$ cat config.mk
export PLATFORM = sky130hd
export DESIGN_NAME = trig_combine
export DESIGN_NICKNAME = d
export VERILOG_FILES = /design/src/rtl/trig_pkg.sv /design/src/rtl/trig_dpath.sv /design/src/rtl/trig_ctrl.sv /design/src/rtl/trig_combine.sv
export SDC_FILE = /design/constraint.sdc
export NUM_CORES = 1
export LEC_CHECK = 0
export BUFFER_PORTS_ARGS = -buffer_cell sky130_fd_sc_hd__buf_2
export CORE_UTILIZATION = 43
export DETAILED_ROUTE_END_ITERATION = 12
export PLACE_DENSITY_LB_ADDON = 0.08
export SLEW_MARGIN = 20
export SYNTH_ARGS = -nofsm -noshare
export SYNTH_HDL_FRONTEND = slang
export SYNTH_SLANG_ARGS = --single-unit
$ cat constraint.sdc
create_clock -name clk -period 7.3 [get_ports clk]
set_input_delay 0.73 -clock clk [delete_from_list [all_inputs] [get_ports clk]]
set_output_delay 0.73 -clock clk [all_outputs]
set_load 0.03 [all_outputs]
$ cat src/rtl/trig_pkg.sv
package trig_pkg;
  localparam int CNT_W = 32;
  localparam int EN_W  = 32;

  // enable word bit positions
  localparam int EN_SW        = 0;
  localparam int EN_PULSER    = 1;
  localparam int EN_RUN_PULSE = 3;
  localparam int EN_PULSE_OUT = 4;
  localparam int EN_EXT_OR    = 5;
  localparam int EN_L16_OR    = 6;
  localparam int EN_L32_OR    = 7;
  localparam int EN_MULT_BASE = 8;
  localparam int EN_L16_COINC = 12;
  localparam int EN_BUSY      = 14;
  localparam int EN_COINC_BASE = 16;

  typedef struct packed {
    logic countOffer;
    logic countAccept;
  } ctrlStrobe_t;
endpackage

$ cat src/rtl/trig_dpath.sv
module trig_dpath
  import trig_pkg::*;
#(
  parameter int N_LINK16 = 16,
  parameter int N_LINK32 = 16,
  parameter int N_EXT    = 32,
  parameter int N_MULT   = 4,
  parameter int N_COINC  = 4,
  parameter int SW_BURST = 10
) (
  input  logic                      clk,
  input  logic                      rst,
  input  logic [EN_W-1:0]           srcEnable,
  input  logic [CNT_W-1:0]          pulseWidthCfg,
  input  logic [CNT_W-1:0]          pulsePeriodCfg,
  input  logic                      swTrigWrite,
  input  logic [N_LINK16-1:0]       linkHits,
  input  logic [N_LINK32-1:0]       adc32Hits,
  input  logic [N_EXT-1:0]          extHits,
  input  logic [N_COINC*N_LINK16-1:0] coincMask,
  input  ctrlStrobe_t               strobe,
  output logic                      offered,
  output logic                      pulserOut,
  output logic [CNT_W-1:0]          cntIn,
  output logic [CNT_W-1:0]          cntAcc,
  output logic [CNT_W-1:0]          cntPulse
);
  localparam int HIT_W  = $clog2(N_LINK16 + 1);
  localparam int SW_W   = $clog2(2 * SW_BURST + 1);
  localparam int HALF16 = N_LINK16 / 2;

  // link multiplicity
  logic [HIT_W-1:0] hitCount;
  always_comb begin
    hitCount = '0;
    for (int i = 0; i < N_LINK16; i++) begin
      hitCount = hitCount + HIT_W'(linkHits[i]);
    end
  end

  logic [N_MULT-1:0] multTerm;
  genvar k;
  generate
    for (k = 0; k < N_MULT; k++) begin : g_mult
      assign multTerm[k] = 32'(hitCount) >= 32'(k + 1);
    end
  endgenerate

  // mask coincidence terms
  logic [N_COINC-1:0] coincTerm;
  generate
    for (k = 0; k < N_COINC; k++) begin : g_coinc
      logic [N_LINK16-1:0] termMask;
      assign termMask     = coincMask[k*N_LINK16 +: N_LINK16];
      assign coincTerm[k] = (|termMask) && ((linkHits & termMask) == termMask);
    end
  endgenerate

  logic topBottomCoinc;
  assign topBottomCoinc = (|linkHits[HALF16-1:0]) && (|linkHits[N_LINK16-1:HALF16]);

  // software pulse train: odd remaining counts are high
  logic [SW_W-1:0] swRemain;
  logic            swLevel;
  always_ff @(posedge clk) begin
    if (rst) begin
      swRemain <= '0;
    end else if (swTrigWrite) begin
      swRemain <= SW_W'(2 * SW_BURST);
    end else if (swRemain != '0) begin
      swRemain <= swRemain - SW_W'(1);
    end
  end
  assign swLevel = swRemain[0];

  // periodic pulser
  logic             runActive;
  logic [CNT_W-1:0] phase;
  logic             wrapNow;
  logic             pulserLevel;
  logic             pulseStart;

  assign wrapNow = (pulsePeriodCfg <= CNT_W'(1)) ||
                   (phase >= pulsePeriodCfg - CNT_W'(1));

  always_ff @(posedge clk) begin
    if (rst || !srcEnable[EN_RUN_PULSE]) begin
      runActive <= 1'b0;
      phase     <= '0;
    end else begin
      runActive <= 1'b1;
      if (!runActive || wrapNow) phase <= '0;
      else                       phase <= phase + CNT_W'(1);
    end
  end

  assign pulserLevel = runActive && (phase < pulseWidthCfg);
  assign pulseStart  = runActive && (phase == '0) && (pulseWidthCfg != '0);
  assign pulserOut   = pulserLevel && srcEnable[EN_PULSE_OUT];

  // source vector aligned to the enable word
  logic [EN_W-1:0] srcVec;
  always_comb begin
    srcVec               = '0;
    srcVec[EN_SW]        = swLevel;
    srcVec[EN_PULSER]    = pulserLevel;
    srcVec[EN_EXT_OR]    = |extHits;
    srcVec[EN_L16_OR]    = |linkHits;
    srcVec[EN_L32_OR]    = |adc32Hits;
    srcVec[EN_L16_COINC] = topBottomCoinc;
    for (int m = 0; m < N_MULT; m++)  srcVec[EN_MULT_BASE + m]  = multTerm[m];
    for (int c = 0; c < N_COINC; c++) srcVec[EN_COINC_BASE + c] = coincTerm[c];
  end
  assign offered = |(srcVec & srcEnable);

  // counters, wrap modulo 2^CNT_W
  always_ff @(posedge clk) begin
    if (rst) begin
      cntIn    <= '0;
      cntAcc   <= '0;
      cntPulse <= '0;
    end else begin
      if (strobe.countOffer)  cntIn    <= cntIn + CNT_W'(1);
      if (strobe.countAccept) cntAcc   <= cntAcc + CNT_W'(1);
      if (pulseStart)         cntPulse <= cntPulse + CNT_W'(1);
    end
  end
endmodule

$ cat src/rtl/trig_ctrl.sv
module trig_ctrl
  import trig_pkg::*;
(
  input  logic             clk,
  input  logic             rst,
  input  logic             offered,
  input  logic             busyEnable,
  input  logic [CNT_W-1:0] trigWidthCfg,
  input  logic [CNT_W-1:0] busyWidthCfg,
  output ctrlStrobe_t      strobe,
  output logic             trigOut,
  output logic             busyOut
);
  logic             offeredQ;
  logic             offerEdge;
  logic             accept;
  logic [CNT_W-1:0] trigRemain;
  logic [CNT_W-1:0] busyRemain;
  logic [CNT_W-1:0] trigLoad;

  assign offerEdge = offered && !offeredQ;
  assign accept    = offerEdge && (trigRemain == '0) && (busyRemain == '0);
  assign trigLoad  = (trigWidthCfg == '0) ? CNT_W'(1) : trigWidthCfg;

  always_ff @(posedge clk) begin
    if (rst) begin
      offeredQ   <= 1'b0;
      trigRemain <= '0;
      busyRemain <= '0;
    end else begin
      offeredQ <= offered;
      if (accept)                trigRemain <= trigLoad;
      else if (trigRemain != '0) trigRemain <= trigRemain - CNT_W'(1);
      if (accept && busyEnable)  busyRemain <= busyWidthCfg;
      else if (busyRemain != '0) busyRemain <= busyRemain - CNT_W'(1);
    end
  end

  always_comb begin
    strobe.countOffer  = offerEdge;
    strobe.countAccept = accept;
  end

  assign trigOut = trigRemain != '0;
  assign busyOut = busyRemain != '0;
endmodule

$ cat src/rtl/trig_combine.sv
module trig_combine
  import trig_pkg::*;
#(
  parameter int N_LINK16 = 16,
  parameter int N_LINK32 = 16,
  parameter int N_EXT    = 32,
  parameter int N_MULT   = 4,
  parameter int N_COINC  = 4,
  parameter int SW_BURST = 10
) (
  input  logic                        clk,
  input  logic                        rst,
  input  logic [31:0]                 srcEnable,
  input  logic [31:0]                 trigWidthCfg,
  input  logic [31:0]                 busyWidthCfg,
  input  logic [31:0]                 pulseWidthCfg,
  input  logic [31:0]                 pulsePeriodCfg,
  input  logic                        swTrigWrite,
  input  logic [N_LINK16-1:0]         linkHits,
  input  logic [N_LINK32-1:0]         adc32Hits,
  input  logic [N_EXT-1:0]            extHits,
  input  logic [N_COINC*N_LINK16-1:0] coincMask,
  output logic                        trigOut,
  output logic                        busyOut,
  output logic                        pulserOut,
  output logic [31:0]                 cntIn,
  output logic [31:0]                 cntAcc,
  output logic [31:0]                 cntPulse
);
  ctrlStrobe_t strobe;
  logic        offered;

  trig_dpath #(
    .N_LINK16(N_LINK16), .N_LINK32(N_LINK32), .N_EXT(N_EXT),
    .N_MULT(N_MULT), .N_COINC(N_COINC), .SW_BURST(SW_BURST)
  ) u_dpath (
    .clk(clk), .rst(rst), .srcEnable(srcEnable),
    .pulseWidthCfg(pulseWidthCfg), .pulsePeriodCfg(pulsePeriodCfg),
    .swTrigWrite(swTrigWrite), .linkHits(linkHits), .adc32Hits(adc32Hits),
    .extHits(extHits), .coincMask(coincMask), .strobe(strobe),
    .offered(offered), .pulserOut(pulserOut),
    .cntIn(cntIn), .cntAcc(cntAcc), .cntPulse(cntPulse)
  );

  trig_ctrl u_ctrl (
    .clk(clk), .rst(rst), .offered(offered),
    .busyEnable(srcEnable[EN_BUSY]),
    .trigWidthCfg(trigWidthCfg), .busyWidthCfg(busyWidthCfg),
    .strobe(strobe), .trigOut(trigOut), .busyOut(busyOut)
  );
endmodule

==> run summary <==
In the final layout, the share of cells above drive strength 1 is 23.4%. Net count after synthesis: 2007. By count the netlist is led by dfxtp_1 (199), nor2_1 (184), nand2_1 (121), inv_1 (101), a21oi_1 (90).

After detailed routing, the number of vias per cell comes to 5.53. The placed wire-length estimate came out at 30700 microns. The DRC violations left came out at 0. In this run the tightest slew margin relative to its limit is 33.0%. Once the clock tree was built, the setup fixing pass inserted 0 buffers. Global routing used 24.8% of the available tracks. For this run, the number of Yosys warnings is 0. During I/O placement, the number of pins put on the boundary was 390. The quantity of hold-fixing buffers added after cts is 0. Routability-driven placement finished with a final weighted congestion of 0.911.

The first global-routing pass estimated 62200 microns of wire. For the worst flop-to-flop path, the logic depth is 11. The tools report the total of endpoints with negative setup slack in the final report as 0.

Across all layers, the routed design uses 13134 vias. The smallest clock period supported by the final layout is computed as 5.88 ns. The logs give 12374 for the via count of the first global-routing pass and 1626 for the post-synthesis cell count. After synthesis, the largest area contributor takes up 30.3% of total cell area.

The synthesized design contains 0 enable-type register cells. The die covers 31300 sq um. IR analysis of the VDD net gives a maximum drop of 147 uV. The tools report the sequential cell area fraction in the yosys report as 30.3%. The count of buffers inserted at the top-level ports came out at 374. In the final timing run, aggregate negative setup slack is 0 ns. The clock transition at the register clock pins on the worst setup and hold paths after CTS is 0.07 ns.

The die is 177 microns tall. The routed length per placed instance works out to 16.6 microns. TritonCTS built the clock tree. In this run the remaining antenna-violating nets after routing total 0.

Global routing finished with a remaining overflow of 0. The flow ran to the end, and the final reports show no timing, DRC or antenna violations. Counting the fill cells in the layout gives 2963. STA puts the critical path data arrival time at 6.20 ns.

Setup slack on the critical path of the routed design comes to 1.42 ns. The critical path starts at linkHits[1]. Number of hold violations in the final report: 0. Setup repair after global routing left no endpoint under its margin.

The layout overhead on the synthesized area was 21.1%. The number of violations reported at the end of detailed-routing iteration 0 came out at 895. The share of synthesized flip-flops with an asynchronous set or reset is 0%. Gates resized during post-CTS repair numbered 0. The H-tree was split into 4 levels. The critical path data required time was 7.62 ns; the initial antenna violation count was 12. The power density over the cells is 220 nW/um^2, and the overall power consumption is 0.00351 W. Wires add up to 39400 microns.

The critical register-to-register path startpoint is u_ctrl.busyRemain[0]. The endpoint identified for the worst register-to-register timing path is u_ctrl.busyRemain[29]. The worst path uses 80.5% of the clock period. After synthesis the cells add up to 13100 sq um. On the final layout, the worst clock skew is 0.0167 ns. The max-slew violation total from the final report came out at 0.

Across the run, the number of max-cap violations was 0. Counting along the longest clock path gives a buffer depth of 2. The path class of the tightest hold or removal check is in2reg.

Synthesis inferred 199 register bits. The cell sitting at the root of the clock tree is a clkbuf_16. The synthesized netlist contains 76 unique library cells.

The clock reaches the later pin of the worst-skew pair after 0.44 ns. Ranked by total cell area, the synthesized netlist is headed by dfxtp_1 (30%), ha_1 (7.6%), xnor2_1 (5.7%). The largest total area in the synthesized netlist belongs to dfxtp_1. Summed over all cells, the static leakage comes to 6.98 nW. dfxtp_1 is the most common cell in the netlist. Across all register-to-register paths, the minimum setup slack is 3.37 ns.

The die is 177 microns wide. The placeable core region is 29900 sq um, and the worst hold path cell count is 2. The floorplan has 63 rows. Number of search-and-repair iterations in the first detailed-routing pass: 5. Hold-critical path endpoint: u_ctrl.busyRemain[12]. Each instance of the synthesized netlist takes up on average 8.08 sq um. In this run, CTS created clock tree buffers numbering 17. Clock tree synthesis found a total of 199 sinks. Start point of the worst min-delay path: busyWidthCfg[12]. Peak clock frequency supported by timing: 0.170 GHz. The tools report the critical path capture point type as a flip-flop. The critical-path maximum fanout was 80.

The maximum number of pins on one net before global-route repair came out at 89. The critical path start-end classification is in2reg. For this run, the leading register cell type out of synthesis is dfxtp_1. The initial standard-cell utilization of the core was 44.0%. The critical path launch point type is an input port.

The run gives 0.947 ns as the post-placement setup slack. After the last flow step, the layout net total stands at 2351. At the pin with the least slew margin, the transition time is 1.01 ns.
worst max path at each step:
stage                             to  slack (ns)  depth (start not counted)
2_1_floorplan  u_ctrl.trigRemain[22]        1.70                         18
3_3_place_gp       u_dpath.cntAcc[5]        1.00                         19
3_5_place_dp       u_dpath.cntAcc[5]        0.95                         19
4_1_cts            u_dpath.cntAcc[5]        1.41                         19
5_1_grt            u_dpath.cntAcc[5]        1.09                         19
6_report           u_dpath.cntAcc[5]        1.42                         19
metrics by stage:
step	hold WS [ns]	std cells	utilization, %	instance area, sq um
finish	0.491	2377	53.3	15900
detailed placement	0.482	2341	51.4	15300
global placement	0.470	2341	51.4	15300
floorplan	0.448	1626	-	13100
global route	0.475	2377	53.3	15900
CTS	0.470	2373	53.3	15900
state kept, by name (all words and copies together), names as in the netlist:
name / count
u_dpath.phase: 32
u_ctrl.busyRemain: 32
u_dpath.swRemain: 5
u_dpath.cntIn: 32
u_dpath.cntAcc: 32
u_ctrl.offeredQ: 1
u_dpath.runActive: 1
u_ctrl.trigRemain: 32
u_dpath.cntPulse: 32
power breakdown:
part | total [W] | switching [W] | internal, W
clock | 0.000927 | 0.000447 | 0.000480
sequential | 0.00136 | 0.000135 | 0.00122
combinational | 0.00122 | 0.000675 | 0.000549
total | 0.00351 | 0.00126 | 0.00225
cell families after synthesis:
family,count (synthesis),share of synthesized area (%)
mux,17,1.39
xor+xnor,137,9.13
compound gates,304,16.4
simple gates,717,28.6
fa+ha+maj,90,9.14
flops,199,30.3
buf+inv,162,5.01
cell usage in the layout, fill, tap and decap left out, types with 14 or more instances in the layout:
cell type	instances
buf_2	373
dfxtp_1	199
nor2_1	184
nand2_1	121
inv_1	101
a21oi_1	90
xnor2_1	85
ha_1	80
nor4_1	79
nand4_1	66
xor2_1	52
nand3_1	51
nor3_1	46
o21ai_0	36
nor2b_1	32
or3_1	30
a22oi_1	27
and3_1	25
a21o_1	23
and4_1	18
clkbuf_16	17
a31o_2	15
or4_1	14
o2bb2ai_1	14
layer usage:
metal	vias up	share of wire, %	routed length, microns	GRT usage (%)
met1	6080	44	17300	30.8
met3	65	4.3	1690	2.92
li1	6609	-	-	-
met2	380	49	19300	43.8
met5	-	0	0	0
met4	0	2.9	1150	9.05
critical path: stages:
cell      delay [ns]
buf_2           0.11
inv_1           0.16
ha_1            0.26
inv_1           0.07
fa_1            0.43
fa_1            0.49
fa_1            0.53
fa_1            0.42
fa_1            0.41
fa_1            0.52
inv_1           0.05
a21oi_1         0.11
o21ai_0         0.10
a311oi_1        0.31
and4_1          0.62
a21oi_4         0.12
buf_12          0.25
nand4_1         0.14
mux2_2          0.34
cell type report:
type / instances / area [sq um] / share of cell area, %
Multi-Input combinational cell: 1265 / 8520 / 53.5
Sequential cell: 199 / 3980 / 25.0
Timing Repair Buffer: 384 / 1960 / 12.3
Tap cell: 390 / 488 / 3.07
Clock buffer: 18 / 429 / 2.70
Inverter: 103 / 387 / 2.43
Clock inverter: 14 / 138 / 0.865
Antenna cell: 4 / 10.0 / 0.0629
No activity file was read; power rests on OpenSTA's default activity.
